[src/rtl/ovl_bus_pkg.sv]
// Package: shared types for the overlapping-region bus router.
// Assumes: nothing beyond IEEE 1800-2017.
package ovl_bus_pkg;

    // Where an access is routed.
    typedef enum logic [1:0] {
        TGT_EXT  = 2'd0,
        TGT_INT  = 2'd1,
        TGT_BOTH = 2'd2
    } tgt_e;

    // Sequencer state.
    typedef enum logic {
        SQ_IDLE = 1'b0,
        SQ_BUSY = 1'b1
    } seq_state_e;

    // True when the target uses the external bus.
    function automatic logic tgt_uses_ext(tgt_e t);
        return (t != TGT_INT);
    endfunction

    // True when the target uses the internal memory.
    function automatic logic tgt_uses_int(tgt_e t);
        return (t != TGT_EXT);
    endfunction

endpackage

[src/rtl/ovl_region_decoder.sv]
// Module: ovl_region_decoder
// Classifies an address into external-only, internal-only or both.
// Assumes: INT_BASE <= OVL_BASE <= OVL_LAST <= INT_LAST; purely combinational.
module ovl_region_decoder
    import ovl_bus_pkg::*;
#(
    parameter int              ADDR_W   = 16,
    parameter logic [ADDR_W-1:0] INT_BASE = 16'h0100,
    parameter logic [ADDR_W-1:0] INT_LAST = 16'h0FFF,
    parameter logic [ADDR_W-1:0] OVL_BASE = 16'h0800,
    parameter logic [ADDR_W-1:0] OVL_LAST = 16'h0FFF
) (
    input  logic [ADDR_W-1:0] addr,
    output tgt_e              tgt
);

    logic in_int;
    logic in_ovl;

    // Window compares.
    always_comb begin
        in_int = (addr >= INT_BASE) && (addr <= INT_LAST);
        in_ovl = (addr >= OVL_BASE) && (addr <= OVL_LAST);
    end

    // Internal memory wins; external mapping inside it means both.
    always_comb begin
        if (!in_int)
            tgt = TGT_EXT;
        else if (in_ovl)
            tgt = TGT_BOTH;
        else
            tgt = TGT_INT;
    end

endmodule

[src/rtl/ovl_wait_counter.sv]
// Module: ovl_wait_counter
// Down-counter for external wait states; loads a value, counts to zero.
// Assumes: load and count never both needed in the same cycle.
module ovl_wait_counter #(
    parameter int WAIT_W = 2
) (
    input  logic              clk,
    input  logic              rst_n,
    input  logic              load,
    input  logic [WAIT_W-1:0] load_val,
    input  logic              run,
    output logic              zero
);

    logic [WAIT_W-1:0] cnt_q;

    // Load on accept, decrement while running and non-zero.
    always_ff @(posedge clk) begin
        if (!rst_n)
            cnt_q <= '0;
        else if (load)
            cnt_q <= load_val;
        else if (run && (cnt_q != '0))
            cnt_q <= cnt_q - 1'b1;
    end

    // Zero flag.
    always_comb zero = (cnt_q == '0);

endmodule

[src/rtl/ovl_access_sequencer.sv]
// Module: ovl_access_sequencer
// Accepts one CPU access while idle, latches address, data, direction
// and target, and holds them until the wait count expires.
// Assumes: CPU holds its request until it sees ready.
module ovl_access_sequencer
    import ovl_bus_pkg::*;
#(
    parameter int ADDR_W = 16,
    parameter int DATA_W = 8,
    parameter int WAIT_W = 2
) (
    input  logic              clk,
    input  logic              rst_n,
    input  logic [ADDR_W-1:0] req_addr,
    input  logic              req_rd,
    input  logic              req_wr,
    input  logic [DATA_W-1:0] req_wdata,
    input  tgt_e              req_tgt,
    input  logic [WAIT_W-1:0] req_waits,
    output logic              busy,
    output logic              last,
    output logic              acc_wr,
    output tgt_e              acc_tgt,
    output logic [ADDR_W-1:0] acc_addr,
    output logic [DATA_W-1:0] acc_wdata
);

    seq_state_e        state_q;
    logic              accept;
    logic              cnt_zero;
    logic [WAIT_W-1:0] load_val;

    // Accept only from idle.
    always_comb accept = (state_q == SQ_IDLE) && (req_rd || req_wr);

    // Internal-only accesses never wait.
    always_comb load_val = tgt_uses_ext(req_tgt) ? req_waits : '0;

    // State transitions.
    always_ff @(posedge clk) begin
        if (!rst_n)
            state_q <= SQ_IDLE;
        else if (accept)
            state_q <= SQ_BUSY;
        else if ((state_q == SQ_BUSY) && cnt_zero)
            state_q <= SQ_IDLE;
    end

    // Latch the access attributes at accept.
    always_ff @(posedge clk) begin
        if (!rst_n) begin
            acc_addr  <= '0;
            acc_wdata <= '0;
            acc_wr    <= 1'b0;
            acc_tgt   <= TGT_EXT;
        end else if (accept) begin
            acc_addr  <= req_addr;
            acc_wdata <= req_wdata;
            acc_wr    <= req_wr;
            acc_tgt   <= req_tgt;
        end
    end

    ovl_wait_counter #(
        .WAIT_W (WAIT_W)
    ) u_wait (
        .clk      (clk),
        .rst_n    (rst_n),
        .load     (accept),
        .load_val (load_val),
        .run      (busy),
        .zero     (cnt_zero)
    );

    // Status outputs.
    always_comb begin
        busy = (state_q == SQ_BUSY);
        last = busy && cnt_zero;
    end

endmodule

[src/rtl/ovl_return_mux.sv]
// Module: ovl_return_mux
// Selects read data for the CPU from the latched target.
// Assumes: memories return data combinationally from the driven address.
module ovl_return_mux
    import ovl_bus_pkg::*;
#(
    parameter int DATA_W = 8
) (
    input  tgt_e              sel_tgt,
    input  logic [DATA_W-1:0] int_data,
    input  logic [DATA_W-1:0] ext_data,
    output logic [DATA_W-1:0] cpu_data
);

    // Internal memory owns any address it maps.
    always_comb cpu_data = tgt_uses_int(sel_tgt) ? int_data : ext_data;

endmodule

[src/rtl/ovl_bus_router.sv]
// Module: ovl_bus_router (top)
// Routes CPU accesses to internal memory, external bus or both, and
// adds external wait states.
// Assumes: one outstanding access; CPU holds request until ready.
module ovl_bus_router
    import ovl_bus_pkg::*;
#(
    parameter int              ADDR_W   = 16,
    parameter int              DATA_W   = 8,
    parameter int              WAIT_W   = 2,
    parameter logic [ADDR_W-1:0] INT_BASE = 16'h0100,
    parameter logic [ADDR_W-1:0] INT_LAST = 16'h0FFF,
    parameter logic [ADDR_W-1:0] OVL_BASE = 16'h0800,
    parameter logic [ADDR_W-1:0] OVL_LAST = 16'h0FFF
) (
    input  logic              clk,
    input  logic              rst_n,
    input  logic [ADDR_W-1:0] cpu_addr,
    input  logic              cpu_rd,
    input  logic              cpu_wr,
    input  logic [DATA_W-1:0] cpu_wdata,
    input  logic [WAIT_W-1:0] wait_states,
    output logic [DATA_W-1:0] cpu_rdata,
    output logic              cpu_ready,
    output logic [ADDR_W-1:0] int_addr,
    output logic              int_rd,
    output logic              int_wr,
    output logic [DATA_W-1:0] int_wdata,
    input  logic [DATA_W-1:0] int_rdata,
    output logic [ADDR_W-1:0] ext_addr,
    output logic              ext_rd,
    output logic              ext_wr,
    output logic [DATA_W-1:0] ext_wdata,
    input  logic [DATA_W-1:0] ext_rdata
);

    tgt_e              req_tgt;
    tgt_e              acc_tgt;
    logic              busy;
    logic              last;
    logic              acc_wr;
    logic [ADDR_W-1:0] acc_addr;
    logic [DATA_W-1:0] acc_wdata;

    ovl_region_decoder #(
        .ADDR_W   (ADDR_W),
        .INT_BASE (INT_BASE),
        .INT_LAST (INT_LAST),
        .OVL_BASE (OVL_BASE),
        .OVL_LAST (OVL_LAST)
    ) u_decode (
        .addr (cpu_addr),
        .tgt  (req_tgt)
    );

    ovl_access_sequencer #(
        .ADDR_W (ADDR_W),
        .DATA_W (DATA_W),
        .WAIT_W (WAIT_W)
    ) u_seq (
        .clk       (clk),
        .rst_n     (rst_n),
        .req_addr  (cpu_addr),
        .req_rd    (cpu_rd),
        .req_wr    (cpu_wr),
        .req_wdata (cpu_wdata),
        .req_tgt   (req_tgt),
        .req_waits (wait_states),
        .busy      (busy),
        .last      (last),
        .acc_wr    (acc_wr),
        .acc_tgt   (acc_tgt),
        .acc_addr  (acc_addr),
        .acc_wdata (acc_wdata)
    );

    ovl_return_mux #(
        .DATA_W (DATA_W)
    ) u_mux (
        .sel_tgt  (acc_tgt),
        .int_data (int_rdata),
        .ext_data (ext_rdata),
        .cpu_data (cpu_rdata)
    );

    // Memory-side strobes from latched access.
    always_comb begin
        int_addr  = acc_addr;
        int_wdata = acc_wdata;
        ext_addr  = acc_addr;
        ext_wdata = acc_wdata;
        int_rd    = busy && !acc_wr && tgt_uses_int(acc_tgt);
        int_wr    = last &&  acc_wr && tgt_uses_int(acc_tgt);
        ext_rd    = busy && !acc_wr && tgt_uses_ext(acc_tgt);
        ext_wr    = busy &&  acc_wr && tgt_uses_ext(acc_tgt);
        cpu_ready = last;
    end

endmodule

[config.mk]
export PLATFORM = sky130hd
export DESIGN_NAME = ovl_bus_router
export DESIGN_NICKNAME = d
export VERILOG_FILES = /design/src/rtl/ovl_bus_pkg.sv /design/src/rtl/ovl_region_decoder.sv /design/src/rtl/ovl_wait_counter.sv /design/src/rtl/ovl_access_sequencer.sv /design/src/rtl/ovl_return_mux.sv /design/src/rtl/ovl_bus_router.sv
export SDC_FILE = /design/constraint.sdc
export NUM_CORES = 1
export LEC_CHECK = 0
export ABC_CLOCK_PERIOD_IN_PS = 1300
export BUFFER_PORTS_ARGS = -buffer_cell sky130_fd_sc_hd__buf_2
export CELL_PAD_IN_SITES_DETAIL_PLACEMENT = 0
export CELL_PAD_IN_SITES_GLOBAL_PLACEMENT = 1
export CORE_ASPECT_RATIO = 1.1
export CORE_MARGIN = 2
export CORE_UTILIZATION = 25
export CTS_CLUSTER_SIZE = 24
export DETAILED_ROUTE_END_ITERATION = 10
export GPL_ROUTABILITY_DRIVEN = 0
export PLACE_DENSITY_LB_ADDON = 0.1
export SETUP_SLACK_MARGIN = 0.02
export SYNTH_ARGS = -nofsm -noshare
export SYNTH_HDL_FRONTEND = slang
export SYNTH_HIERARCHICAL = 1
export SYNTH_SLANG_ARGS = --single-unit
[constraint.sdc]
create_clock -name clk -period 1.3 [get_ports clk]
set_input_delay 0.13 -clock clk [delete_from_list [all_inputs] [get_ports clk]]
set_output_delay 0.13 -clock clk [all_outputs]
set_load 0.05 [all_outputs]
-- After elaboration in Yosys (flattened, before gate mapping)
Index checks and enable logic that the tools add are counted.
W data, S select, Z words.
- register bits after elaboration: 30
- input port bits: 46
- output and inout bits: 61
- word-level logic and storage cells: 40
- add/subtract/negate cells: 1
- magnitude comparators: 3
- eq/ne operators: 2
- multiplexer cells: 8
- bitwise operators: 1
- reductions and logical operators: 19
- operators with widths (kind ; count):
    $ge A16 B12 Y1 const B ; 1
    $ge A16 B9 Y1 const B ; 1
    $le A16 B12 Y1 const B ; 1
    $logic_and A1 B1 Y1 ; 12
    $mux W2 ; 5
    $mux W8 ; 1
    $reduce_bool A2 Y1 ; 4
    $ne A2 B1 Y1 const B ; 2
    $logic_not A2 Y1 ; 1
    $mux W1 ; 2
    $sub A2 B1 Y2 const B ; 1
    $logic_not A1 Y1 ; 1
    $logic_or A1 B1 Y1 ; 1
    $not A1 Y1 ; 1

-- Logic depth before layout (Yosys ltp)
Gate-level depths: netlist of run 1.
- word-level depth: 7
- gate-level depth with buffers: 6
- gate-level depth less buffers: 6

-- Modules after synthesis
Netlist of run 1, hierarchy kept.
- modules (own cells, without submodules) (module ; instances ; cells each ; area an instance (µm²) ; sequential area each (µm²)):
    ovl_access_sequencer ; 1 ; 129 ; 1087.3 ; 560.5
    ovl_bus_router ; 1 ; 33 ; 236.5 ; 0.0
    ovl_wait_counter ; 1 ; 14 ; 122.6 ; 40.0
    ovl_return_mux ; 1 ; 9 ; 101.3 ; 0.0
    ovl_region_decoder ; 1 ; 5 ; 33.8 ; 0.0

-- Worst setup path after synthesis of run 1
Ideal clock, no wire load.
- path kind: register -> output
- start: register u_seq.u_wait.cnt_q[0]
- end: output port int_wr
- data arrival time: 1.790 ns
- data required time: 1.170 ns
- path slack: -0.620 ns
- cell stages (with the launch flop): 6
- buffers on the path: 0
- path through: dfxtp_1 > inv_1 > ha_1 > and2_1 > nand2_1 > nor2_1
- cells in the longest elaborated chain, start to end: 4
- ends and longest elaborated chain (element ; line ; source):
    from (decl) ; ovl_wait_counter.sv:15 ; logic [WAIT_W-1:0] cnt_q;
    from (signal assigned) ; ovl_wait_counter.sv:22 ; cnt_q <= load_val;
    from (signal assigned) ; ovl_wait_counter.sv:24 ; cnt_q <= cnt_q - 1'b1;
    $logic_not A2 Y1 ; ovl_wait_counter.sv:28 ; always_comb zero = (cnt_q == '0);
    named net u_seq.cnt_zero ; ovl_access_sequencer.sv:30 ; logic cnt_zero;
    $logic_and A1 B1 Y1 ; ovl_access_sequencer.sv:78 ; last = busy && cnt_zero;
    named net cpu_ready ; ovl_bus_router.sv:24 ; output logic cpu_ready,
    $logic_and A1 B1 Y1 (2 in series) ; ovl_bus_router.sv:93 ; int_wr = last && acc_wr && tgt_uses_int(acc_tgt);
    to (decl) ; ovl_bus_router.sv:27 ; output logic int_wr,
The timed path passes the listed nets, and every way through them passes these cells.

-- Worst setup path after layout of run 1
- start: register u_seq.acc_tgt[1]
- end: output port cpu_rdata[3]
- cells in the longest elaborated chain, start to end: 2
- ends and longest elaborated chain (element ; line ; source):
    from (decl) ; ovl_access_sequencer.sv:23 ; output tgt_e acc_tgt,
    from (signal assigned) ; ovl_access_sequencer.sv:60 ; acc_tgt <= req_tgt;
    $reduce_bool A2 Y1 ; ovl_bus_pkg.sv:25 ; return (t != TGT_EXT);
    $mux W8 ; ovl_return_mux.sv:16 ; always_comb cpu_data = tgt_uses_int(sel_tgt) ? int_data : ext_data;
    to (decl) ; ovl_bus_router.sv:23 ; output logic [DATA_W-1:0] cpu_rdata,
No other way between the ends.

==> results of run 1 <==
## worst max-delay path, stage by stage, from the launching register on
cell     delay (ns)
dfxtp_2        0.33
nor2_4         0.12
buf_12         0.14
mux2_4         0.31
buf_8          0.15
## synth_stat cells, drive strengths merged
cell / instances
a21boi: 2
a21oi: 3
and2: 3
buf: 35
dfxtp: 30
ha: 1
inv: 7
mux2: 8
nand2: 29
nand2b: 3
nand3: 26
nand3b: 1
nor2: 5
nor2b: 1
nor3: 3
nor3b: 1
o211ai: 1
o21ai: 28
o21bai: 1
or4: 1
xnor2: 1
## area by class of cell
cell class | instances | area (sq um)
inverter | 7 | 26.3
multi-input combinational | 118 | 772
sequential | 30 | 609
clock buffer | 6 | 82.6
fill | 655 | 3810
tap | 80 | 100
timing repair buffer | 118 | 754
## placed cells by master, fill, tap and decap left out, drive strengths merged
cell	n
a21boi	2
a21oi	3
and2	3
buf	118
clkbuf	6
dfxtp	30
ha	1
inv	7
mux2	8
nand2	29
nand2b	3
nand3	26
nand3b	1
nor2	5
nor2b	1
nor3	3
nor3b	1
o211ai	1
o21ai	28
o21bai	1
or4	1
xnor2	1
## state kept, by name (all words and copies together) (netlist names)
name / flops
u_seq/u_wait/cnt_q: 2
u_seq/acc_wr: 1
u_seq/acc_wdata: 8
u_seq/acc_tgt: 2
u_seq/acc_addr: 16
u_seq/busy: 1
## metrics by stage
step                area (sq um)  utilization [%]  power, uW  instances
global placement            2060             33.5       2140        350
global route                2340             38.1       3080        359
finish                      2340             38.1       2910        359
detailed placement          2060             33.5       2140        350
CTS                         2330             37.8       2970        359
floorplan                   1600                -       1950        190
## timing repair
item,CTS,global route
resized for setup,47,5
pin swaps,4,4
buffers inserted,3,1
setup endpoints to repair,13,14
## worst max-delay path by stage
stage	from	end	slack, ns
after CTS	u_seq/acc_tgt[0]	cpu_rdata[5]	-0.16
after detailed placement	cpu_addr[13]	u_seq/u_wait/cnt_q[0]	-0.17
after global placement	cpu_addr[13]	u_seq/u_wait/cnt_q[0]	-0.17
final	u_seq/acc_tgt[1]	cpu_rdata[3]	-0.16
after floorplan	u_seq/u_wait/cnt_q[0]	int_wr	-0.006
after global routing	u_seq/acc_tgt[1]	cpu_rdata[5]	-0.19
## logic make-up after synthesis
family	Yosys count	share of synthesized area (%)
compound gates	35	13.4
xor+xnor	1	0.554
fa+ha+maj	1	0.791
buf+inv	42	18.0
flops	30	38.0
mux	8	5.70
simple gates	73	23.6
## per-layer routing
layer | vias up | global-route usage (%) | share of wire (%)
met4 | 0 | 4.16 | 0.75
li1 | 789 | - | -
met3 | 2 | 3.22 | 8.6
met5 | - | 0 | 0
met2 | 68 | 21.4 | 51
met1 | 655 | 12.7 | 40
## power groups by stage
stage | Clock, uW | Combinational, uW | Sequential (uW)
after floorplan | 0 | 657 | 1300
final | 726 | 1130 | 1060
after CTS | 773 | 1140 | 1060
after global placement | 0 | 1060 | 1080
after global routing | 808 | 1200 | 1070
after detailed placement | 0 | 1060 | 1080
==> impl_summary.log, run 1 <==
INFO  metric outcome = complete, but fails checks
INFO  metric failing_checks = negative setup slack
INFO  metric final_min_period_over_clock_period = 112%
INFO  metric static-leakage-power = 0.00117 uW
INFO  metric power.sequential.fraction = 36.3%
INFO  metric worst_r2r_startpoint = u_seq/busy
INFO  metric port_buffers = 106
INFO  metric final_layout_size_suffix_gt1_share = 55.9%
INFO  metric die_height = 87.4 um
INFO  metric post_synth_instance_area = 1580 sq um
INFO  metric switching_power = 1160 uW
INFO  metric postRouteAntennaNets = 0
INFO  metric post_synth_num_cell_types = 31
INFO  metric criticalPathCategory = flop to output port
INFO  metric start_util = 25.7%
INFO  metric switching_share = 39.9%
INFO  metric largest_cells_by_area_after_synthesis = dfxtp_1, buf_4, nand3_1, nand2_1, o21ai_0
INFO  metric postSynthRegisterBits = 30
INFO  metric end_of_the_worst_hold_path = u_seq/acc_addr[7]
INFO  metric dpl.hpwl = 2.97 mm
INFO  metric worst_ep_arrival_time = 1.33 ns
INFO  metric timing.slew.headroom = 70.3%
INFO  metric final_worst_clock_skew = 0.00259 ns
INFO  metric clkSinkCount = 30
INFO  metric period_needed = 1.46 ns
INFO  metric synth.largest_area_cell = dfxtp_1
INFO  metric hold_path_depth = 3
INFO  metric first_global_vias = 1398
INFO  metric worst-path-max-fanout = 8
INFO  metric post-route-worst-setup-slack = -0.157 ns
INFO  metric synthCells = 190
INFO  metric grt_antenna_before_repair = 0
INFO  metric number_of_vias_per_cell_after_detailed_routing = 4.22
INFO  metric routed_wl = 4.02 mm
INFO  metric vias = 1514
INFO  metric cap_violations = 0
INFO  metric fin_worst_hold_slack = 0.0885 ns
INFO  metric drt_pre_antenna_iters = 4
INFO  metric unrepaired_setup_endpoints_after_global_routing = true
INFO  metric transition_time_at_the_pin_with_the_least_slew_margin = 0.442 ns
INFO  metric cts_inserted_buffers = 5
INFO  metric timing.final.max_slew_violations = 0
INFO  metric power_density = 1240 nW/um^2
INFO  metric worstReg2RegEnd = u_seq/acc_addr[10]
INFO  metric post-place-ws = -0.174 ns
INFO  metric seq_area_frac_synth = 38.0%
INFO  metric share_clk_of_total_power = 24.9%
INFO  metric num_io_pins = 107
INFO  metric overflow_after_grt = 0
INFO  metric floorplan.rows = 30
INFO  metric intPower = 1750 uW
INFO  metric timing.critical_path.from_type = flop
INFO  metric tritoncts = done
INFO  metric worstRegToRegCells = 5
INFO  metric htreeDepth = 2
INFO  metric final_hold_viol_count = 0
INFO  metric design.core.area = 6160 sq um
INFO  metric synthesis.yosys.warnings = 6
INFO  metric grt_pass1_wl = 6.33 mm
INFO  metric cts.clk_slew.worst_paths = 0.06 ns
INFO  metric fp.dieW = 79.8 um
INFO  metric route.detailed.drc = 0
INFO  metric endpoint_kind = output port
INFO  metric worst_ir_drop_vdd = 0.605 mV
INFO  metric power_frac_comb = 38.7%
INFO  metric fin_nets = 327
INFO  metric avgSynthCellArea = 8.32 sq um
INFO  metric grt_start_max_net_pins = 57
INFO  metric min-delay-path-class = input port to flop
INFO  metric min-delay-start = cpu_addr[7]
INFO  metric fin_setup_tns = -1.30 ns
INFO  metric cp_data_required_time = 1.17 ns
INFO  metric worstSkewPairLatency = 0.27 ns
INFO  metric ctsLongestPathBuffers = 2
INFO  metric synth.net_count = 237
INFO  metric antenna_cells = 0
INFO  metric final-setup-viol-count = 10
INFO  metric grt_usage = 11.6%
INFO  metric drt-initial-drc-count = 61
INFO  metric rrSetupSlack = 0.15 ns
INFO  metric design.die.area = 6980 sq um
INFO  metric post_cts_hold_buffer_count = 0
INFO  metric cts_root_buffer = clkbuf_8
INFO  metric area_share_of_the_largest_cell_type_after_synthesis = 38.0%
INFO  metric maxClockFrequency = 0.686 GHz
INFO  metric syn_to_final_growth = 48.3%
INFO  metric drt-wirelength-per-cell = 11.2 um
Power figures use the tool's default switching activity.
==> run 2: changes to the inputs <==
--- a/config.mk
+++ b/config.mk
@@ -5,13 +5,13 @@
 export SDC_FILE = /design/constraint.sdc
 export NUM_CORES = 1
 export LEC_CHECK = 0
-export ABC_CLOCK_PERIOD_IN_PS = 1300
+export ABC_CLOCK_PERIOD_IN_PS = 1400
 export BUFFER_PORTS_ARGS = -buffer_cell sky130_fd_sc_hd__buf_2
 export CELL_PAD_IN_SITES_DETAIL_PLACEMENT = 0
 export CELL_PAD_IN_SITES_GLOBAL_PLACEMENT = 1
 export CORE_ASPECT_RATIO = 1.1
 export CORE_MARGIN = 2
-export CORE_UTILIZATION = 25
+export CORE_UTILIZATION = 28
 export CTS_CLUSTER_SIZE = 24
 export DETAILED_ROUTE_END_ITERATION = 10
 export GPL_ROUTABILITY_DRIVEN = 0
==> constraint.sdc (replaced) <==
create_clock -name clk -period 1.4 [get_ports clk]
set_input_delay 0.14 -clock clk [delete_from_list [all_inputs] [get_ports clk]]
set_output_delay 0.14 -clock clk [all_outputs]
set_load 0.05 [all_outputs]
==> run 2 against run 1 <==
Effect of this change: the run still ends with negative setup slack left; critical path depth did not move; cell count shrank 1.7%; first-iteration DRC count rose by 13%; sequential power is 7% lower; via count down 0.92%; count of clock-buffer cells in the layout rose by 2; global-route usage rose by 0.74 points; combinational power down 9.7%; clock power rose by 10%; critical path type unchanged; largest cell class unchanged; largest power group unchanged.
==> impl_summary.log, run 2 (synthesized netlist as in run 1, its figures left out) <==
INFO  metric worst_ep_arrival_time = 1.32 ns
INFO  metric post_cts_hold_buffer_count = 0
INFO  metric vias = 1500
INFO  metric criticalPathCategory = flop to output port
INFO  metric final_worst_clock_skew = 0.00345 ns
INFO  metric drt_pre_antenna_iters = 3
INFO  metric postRouteAntennaNets = 0
INFO  metric place_inst = 342
INFO  metric grt_antenna_before_repair = 0
INFO  metric overflow_after_grt = 0
INFO  metric ctsLongestPathBuffers = 2
INFO  metric number_of_flip_flops_in_the_largest_register = 16
INFO  metric routed_wl = 3.90 mm
INFO  metric final_layout_size_suffix_gt1_share = 55.0%
INFO  metric design.core.area = 5430 sq um
INFO  metric cp_data_required_time = 1.26 ns
INFO  metric rrSetupSlack = 0.29 ns
INFO  metric transition_time_at_the_pin_with_the_least_slew_margin = 0.296 ns
INFO  metric grt_pass1_wl = 5.99 mm
INFO  metric syn_to_final_growth = 45.3%
INFO  metric layoutNonFillerInstCount = 353
INFO  metric power_density = 1220 nW/um^2
INFO  metric endpoint_kind = output port
INFO  metric register_with_the_most_flip_flops = u_seq/acc_addr
INFO  metric htreeDepth = 2
INFO  metric cts.clk_slew.worst_paths = 0.06 ns
INFO  metric num_io_pins = 107
INFO  metric grt_start_max_net_pins = 57
INFO  metric period_needed = 1.46 ns
INFO  metric port_buffers = 106
INFO  metric number_of_vias_per_cell_after_detailed_routing = 4.25
INFO  metric post-place-ws = -0.0831 ns
INFO  metric timing.critical_path.from_type = flop
INFO  metric cts_root_buffer = clkbuf_8
INFO  metric die_height = 82.8 um
INFO  metric final_hold_viol_count = 0
INFO  metric mostFrequentLayoutCells = buf_2, nand2_1, nand3_1, dfxtp_1, o21ai_0
INFO  metric unrepaired_setup_endpoints_after_global_routing = true
INFO  metric min-delay-path-class = input port to flop
INFO  metric outcome = complete, but fails checks
INFO  metric drt-initial-drc-count = 69
INFO  metric timing.slew.headroom = 80.1%
INFO  metric timing.final.max_slew_violations = 0
INFO  metric final_common_cell = buf_2
INFO  metric design.die.area = 6270 sq um
INFO  metric worstSkewPairLatency = 0.27 ns
INFO  metric cap_violations = 0
INFO  metric fin_nets = 324
INFO  metric post-route-worst-setup-slack = -0.0576 ns
INFO  metric layout_top_registers = u_seq/acc_addr: 16 flops, u_seq/acc_wdata: 8 flops
INFO  metric floorplan.rows = 28
INFO  metric fill_cells = 537
INFO  metric fin_setup_tns = -0.410 ns
INFO  metric tritoncts = done
INFO  metric worst_ir_drop_vdd = 0.513 mV
INFO  metric dpl.hpwl = 2.89 mm
INFO  metric final-setup-viol-count = 8
INFO  metric final_min_period_over_clock_period = 104%
INFO  metric worst-path-max-fanout = 8
INFO  metric antenna_cells = 0
INFO  metric maxClockFrequency = 0.686 GHz
INFO  metric route.detailed.drc = 0
INFO  metric start_util = 29.1%
INFO  metric clkSinkCount = 30
INFO  metric grt_usage = 12.4%
INFO  metric drt-wirelength-per-cell = 11.1 um
INFO  metric static-leakage-power = 0.00116 uW
INFO  metric cts_inserted_buffers = 5
INFO  metric failing_checks = negative setup slack
INFO  metric first_global_vias = 1305
INFO  metric fp.dieW = 75.7 um
==> run 2: what timing repair did <==
item	4_1_cts	5_1_grt
pin swaps	3	0
gates resized for setup	41	7
setup buffers	3	0
endpoints found under the hold margin	0	0
endpoints found under the setup margin	13	13
==> run 2: cell type report <==
class	instances	area, sq um	area share (%)
sequential	30	612	26.6
multi-input combinational	118	756	32.9
clock buffer	8	110	4.79
inverter	7	26.3	1.14
tap	75	93.8	4.08
timing repair buffer	115	701	30.5
==> run 2: path summary, 6_finish.rpt <==
path                                       startpoint                     to  cells after the start
worst max-delay path                 u_seq/acc_tgt[0]           cpu_rdata[6]                      4
worst min-delay path                      cpu_addr[5]      u_seq/acc_addr[5]                      3
worst max register to register  u_seq/u_wait/cnt_q[1]  u_seq/u_wait/cnt_q[1]                      6
worst min register to register      u_seq/acc_addr[4]      u_seq/acc_addr[4]                      2
==> run 2: metrics by stage <==
| stage | hold slack [ns] | total power, uW | cell area (sq um) | utilization [%] |
|---|---|---|---|---|
| after detailed placement | 0.381 | 1970 | 2010 | 37.1 |
| after floorplan | 0.273 | 1810 | 1590 | - |
| after global placement | 0.381 | 1960 | 2010 | 37.1 |
| after global routing | 0.0963 | 2950 | 2300 | 42.3 |
| after CTS | 0.0837 | 2840 | 2280 | 42.1 |
| final | 0.0935 | 2800 | 2300 | 42.3 |
==> run 2: critical path, cell delays in order, from the launching register on <==
cell and delay (ns):
dfxtp_2 0.33, nor2_4 0.12, buf_12 0.14, mux2_4 0.31
buf_8 0.15
==> run 2: power by group <==
| group | switching, uW | total (uW) | leakage (uW) | internal [uW] |
|---|---|---|---|---|
| Sequential | 53.9 | 982 | 0.000250 | 928 |
| Clock | 306 | 801 | 0.0000575 | 496 |
| Combinational | 720 | 1020 | 0.000855 | 296 |
==> run 2: per-layer routing <==
| layer | global-route usage [%] | vias to the layer above | share of wire [%] | wire (um) |
|---|---|---|---|---|
| met3 | 3.40 | 7 | 7.6 | 296 |
| met2 | 20.8 | 71 | 48 | 1860 |
| li1 | - | 784 | - | - |
| met4 | 4.78 | 0 | 1.3 | 52 |
| met1 | 14.5 | 638 | 43 | 1690 |
| met5 | 0 | - | 0 | 0 |
